===== config.mk =====
export PLATFORM = sky130hd
export DESIGN_NAME = mac_evt_status
export DESIGN_NICKNAME = d
export VERILOG_FILES = /design/src/rtl/mac_evt_status.sv
export SDC_FILE = /design/constraint.sdc
export NUM_CORES = 1
export LEC_CHECK = 0
export BUFFER_PORTS_ARGS = -buffer_cell sky130_fd_sc_hd__buf_2
export CORE_UTILIZATION = 49
export DETAILED_ROUTE_END_ITERATION = 8
export GPL_TIMING_DRIVEN = 0
export PLACE_DENSITY = 0.8
export SYNTH_ARGS = -nofsm -noshare
export SYNTH_HDL_FRONTEND = slang
export SYNTH_SLANG_ARGS = --single-unit

===== constraint.sdc =====
create_clock -name clk -period 2.08 [get_ports clk]
set_input_delay 0.104 -clock clk [delete_from_list [all_inputs] [get_ports clk]]
set_output_delay 0.104 -clock clk [all_outputs]
set_load 0.01 [all_outputs]

===== src/rtl/mac_evt_status.sv =====
module mac_evt_status #(
  parameter int AW = 4,
  parameter int DW = 16,
  parameter logic [AW-1:0] STAT_ADDR = 4'd4,
  parameter logic [AW-1:0] MODE_ADDR = 4'd5
) (
  input  logic          clk,
  input  logic          rst_n,
  input  logic          reg_rd,
  input  logic          reg_wr,
  input  logic [AW-1:0] reg_addr,
  input  logic [DW-1:0] reg_wdata,
  output logic [DW-1:0] reg_rdata,
  input  logic          rx_eop,
  input  logic [DW/2-1:0] rx_err,
  input  logic          tx_unf,
  output logic          app_vld,
  output logic [DW-1:0] app_word
);
  localparam int NE = DW / 2;
  localparam int PAD = NE - 2;
  localparam logic [DW-1:0] PKC_M  = DW'(2);
  localparam logic [DW-1:0] MODE_M = {{NE{1'b1}}, {PAD{1'b0}}, 2'b11};

  logic [DW-1:0] stat_q, mode_q;
  logic rd_stat, wr_stat, wr_mode, pkt_keep;
  logic [DW-1:0] pkt_word, set_vec, kept;

  assign rd_stat  = reg_rd && reg_addr == STAT_ADDR;
  assign wr_stat  = reg_wr && reg_addr == STAT_ADDR;
  assign wr_mode  = reg_wr && reg_addr == MODE_ADDR;
  assign pkt_keep = rx_eop && ((rx_err & ~mode_q[DW-1:NE]) == '0);
  assign pkt_word = {rx_err, {PAD{1'b0}}, 2'b10};
  assign set_vec  = {pkt_keep ? pkt_word[DW-1:1] : '0, tx_unf & mode_q[0]};

  always_comb begin
    kept = rd_stat ? (stat_q & PKC_M) : stat_q;
    if (wr_stat && reg_wdata[1]) kept = kept & ~PKC_M;
  end

  assign reg_rdata = !reg_rd ? '0 :
                     reg_addr == STAT_ADDR ? stat_q :
                     reg_addr == MODE_ADDR ? mode_q : '0;

  always_ff @(posedge clk or negedge rst_n) begin
    if (!rst_n) begin
      stat_q   <= '0;
      mode_q   <= '0;
      app_vld  <= 1'b0;
      app_word <= '0;
    end else begin
      stat_q  <= kept | set_vec;
      if (wr_mode) mode_q <= reg_wdata & MODE_M;
      app_vld <= pkt_keep && mode_q[1];
      if (pkt_keep && mode_q[1]) app_word <= pkt_word;
    end
  end
endmodule


==> summary.txt <==
Synthesis
  • Number of enable-type register cells in the synthesized netlist: 0
  • Cells after synthesis: 118
  • Register bit count reported by yosys: 30
  • Proportion of synthesized chip area in sequential cells: 0.522
  • Total number of yosys warnings: 0
  • Total standard cell area after synthesis: 1440 um^2
  • Count leader, synth: sky130_fd_sc_hd__dfrtp_1
  • Most area-hungry cell type in the Yosys netlist: sky130_fd_sc_hd__dfrtp_1
  • Leading cell types by count after synthesis: 30 x sky130_fd_sc_hd__dfrtp_1, 18 x sky130_fd_sc_hd__mux2_2, 13 x sky130_fd_sc_hd__buf_4, 10 x sky130_fd_sc_hd__mux2i_1, 10 x sky130_fd_sc_hd__nor2_1
  • Netlist cell types: 24
  • Average cell area after synthesis: 12.2 um^2
  • Fraction of registers with async set or reset after synthesis: 1.00
  • Area share of the largest cell type after synthesis: 0.522
  • Predominant post-synthesis flop cell: sky130_fd_sc_hd__dfrtp_1
  • Top area cells in the synthesized netlist: sky130_fd_sc_hd__dfrtp_1 52%, sky130_fd_sc_hd__mux2_2 14%, sky130_fd_sc_hd__mux2i_1 7.0%

Critical path
  • Data required time at the worst endpoint: 2.30 ns
  • Register-to-register setup slack: 0.41 ns
  • FF-to-FF path depth: 4
  • R2r startpoint: mode_q[13]
  • Classification of the worst setup path: reg2reg
  • Endpoint class of the critical path: register
  • Critical path endpoint: app_word[13]
  • Worst setup SP type: register
  • Arrival @ worst endpoint: 1.88 ns
  • Capture point of the worst reg-to-reg path: app_word[13]
  • CP startpoint: mode_q[13]
  • Biggest fanout along the worst timing path: 10

CTS
  • Number of buffers inserted by post-CTS setup repair: 0
  • CTS clock-pin slew for the worst setup and hold paths: 0.09 ns
  • TritonCTS clock tree: yes
  • # clock sinks: 30
  • Max Buffers Root-to-Sink: 2
  • Hold bufs inserted after CTS: 6
  • CTS H-tree depth: 2
  • Clock latency at the later pin of the worst-skew pair: 0.33 ns
  • Clock Root Buffer: sky130_fd_sc_hd__clkbuf_4
  • Cts bufs inserted: 5
  • # resized after CTS: 0

Place
  • Placer's final routability congestion estimate: 0.753
  • Number of buffer cells added on primary ports: 47
  • Detail Placement HPWL: 2070 um

Floorplan
  • Initial Utilization: 0.521
  • Area of the die: 3150 um^2
  • Die Span Y: 56.2 um
  • Placeable core area: 2760 um^2
  • Site Rows: 19
  • Number of top-level pins: 67
  • Die W: 56.2 um

Worst hold path
  • Class of the tightest hold or removal check: in2reg

STA
  • Final worst clock skew: 0.00506 ns
  • Fin Setup TNS: 0 ns
  • Achievable clock frequency: 0.600 GHz
  • Final count of pins violating max slew: 0
  • Headroom to the max-slew limit: 0.576
  • Worst Hold Margin: 0.00817 ns
  • Final count of negative-setup-slack endpoints: 0
  • Slew at the pin closest to its max-slew limit: 0.636 ns
  • Hold Violations, Final: 0
  • Clock period minus worst slack: 1.67 ns
  • Unrepaired setup endpoints after global routing: no
  • Final critical-path share of the clock period: 0.801

Route
  • DR vias/cell: 4.98
  • Drt first-iter violations: 18
  • Overall routed net length: 2930 um
  • Number of iterations in the first detailed-routing pass: 4
  • Number of remaining DRC errors: 0
  • Routed wire length per instance: 13.2 um
  • Via total after detailed routing: 1100
  • Final ANT Viol Nets: 0

Job
  • Maximum capacitance violations: 0

Final layout
  • Fill cell instance count of the final layout: 220
  • Fraction of layout instances using a drive strength above 1: 0.463
  • Antenna diode instance count: 0
  • Area growth, synth to finish: 29.5%
  • Final net count: 224

Global route
  • Initial antenna violation count: 0
  • First-pass GRT wire length: 4890 um
  • Overall overflow remaining after global route: 0
  • Maximum number of pins on one net before global-route repair: 31
  • Via count of the first global-routing pass: 1087
  • Total routing usage reported by global routing: 0.213

Power
  • Power Density: 819 nW/um^2
  • IR Drop Worst-Case VDD: 0.583 mV
  • Leak Pwr: 1.05 nW

Status
  • Run status: finished clean
metrics by stage:
step / cell area [um^2] / util / std cells / power (mW) / setup WS (ns)
final: 1860 / 0.675 / 221 / 1.52 / 0.413
after global routing: 1860 / 0.675 / 221 / 1.62 / 0.317
after CTS: 1860 / 0.675 / 221 / 1.53 / 0.387
after detailed placement: 1760 / 0.637 / 208 / 1.22 / 0.398
after global placement: 1760 / 0.637 / 208 / 1.19 / 0.430
after floorplan: 1480 / - / 130 / 1.08 / 0.669
cells by family (layout without fill, tap and decap cells):
family	after synthesis	after routing	share of synthesized area
buf+inv	23	83	0.0957
flops	30	30	0.522
simple gates	24	24	0.0966
other cells	1	13	0.00261
compound gates	12	12	0.0722
mux	28	28	0.211
sequential cells by signal, summed over array words and instances (netlist names):
| register | count |
|---|---|
| stat_q | 10 |
| app_word | 9 |
| app_vld | 1 |
| mode_q | 10 |
critical path: stages (launching register included):
cell	delay [ns]
sky130_fd_sc_hd__dfrtp_1	0.37
sky130_fd_sc_hd__inv_1	0.05
sky130_fd_sc_hd__a222oi_1	0.42
sky130_fd_sc_hd__nand3_2	0.34
sky130_fd_sc_hd__mux2_2	0.37
layer usage:
layer	share of wire	vias up	GRT usage
met3	0.072	8	0.0442
li1	-	530	-
met5	0	-	0
met1	0.40	516	0.251
met2	0.50	46	0.352
met4	0.027	0	0.136
where the power goes:
group / leakage (nW) / switching, mW / total [mW] / internal [mW]
Combinational: 0.643 / 0.161 / 0.389 / 0.228
Clock: 0.0254 / 0.186 / 0.314 / 0.127
Sequential: 0.386 / 0.0872 / 0.822 / 0.735
cell type report:
class / instances / area [um^2] / area share
Clock buffer: 7 / 45.0 / 0.0242
Inverter: 6 / 22.5 / 0.0121
Tap cell: 31 / 38.8 / 0.0208
Buffer: 17 / 115 / 0.0618
Multi-Input combinational cell: 77 / 594 / 0.319
Sequential cell: 30 / 751 / 0.403
Timing Repair Buffer: 53 / 295 / 0.159
cells in the final DEF (no fill, tap or decap):
| cell type | count |
|---|---|
| sky130_fd_sc_hd__buf_2 | 49 |
| sky130_fd_sc_hd__dfrtp_1 | 30 |
| sky130_fd_sc_hd__mux2_2 | 18 |
| sky130_fd_sc_hd__buf_4 | 13 |
| sky130_fd_sc_hd__conb_1 | 13 |
| sky130_fd_sc_hd__mux2i_1 | 10 |
| sky130_fd_sc_hd__nor2_1 | 10 |
| sky130_fd_sc_hd__a22o_1 | 9 |
| sky130_fd_sc_hd__inv_1 | 6 |
| sky130_fd_sc_hd__dlygate4sd3_1 | 6 |
| sky130_fd_sc_hd__clkbuf_4 | 5 |
| sky130_fd_sc_hd__clkbuf_1 | 4 |
| sky130_fd_sc_hd__nand2b_1 | 3 |
| sky130_fd_sc_hd__nand2_1 | 2 |
| sky130_fd_sc_hd__nor3b_2 | 1 |
| sky130_fd_sc_hd__or2_2 | 1 |
| sky130_fd_sc_hd__a222oi_1 | 1 |
| sky130_fd_sc_hd__a22oi_1 | 1 |
| sky130_fd_sc_hd__and4_1 | 1 |
| sky130_fd_sc_hd__and3_1 | 1 |
| sky130_fd_sc_hd__nand4b_1 | 1 |
| sky130_fd_sc_hd__a21o_1 | 1 |
| sky130_fd_sc_hd__and4b_1 | 1 |
| sky130_fd_sc_hd__nand3_2 | 1 |
| sky130_fd_sc_hd__nand3_1 | 1 |
| sky130_fd_sc_hd__or2b_1 | 1 |
worst min-delay path by stage:
| stage | startpoint | to | slack [ns] | depth (start not counted) |
|---|---|---|---|---|
| finish | reg_wdata[0] | mode_q[0] | 0.008 | 2 |
| detailed placement | rst_n | mode_q[0] | 0.16 | 1 |
| global route | tx_unf | stat_q[0] | 0.002 | 2 |
| CTS | reg_wdata[0] | mode_q[0] | 0.001 | 2 |
| floorplan | rst_n | app_vld | -0.19 | 0 |
| global placement | rst_n | mode_q[0] | 0.16 | 1 |
Power figures use the tool's default switching activity.
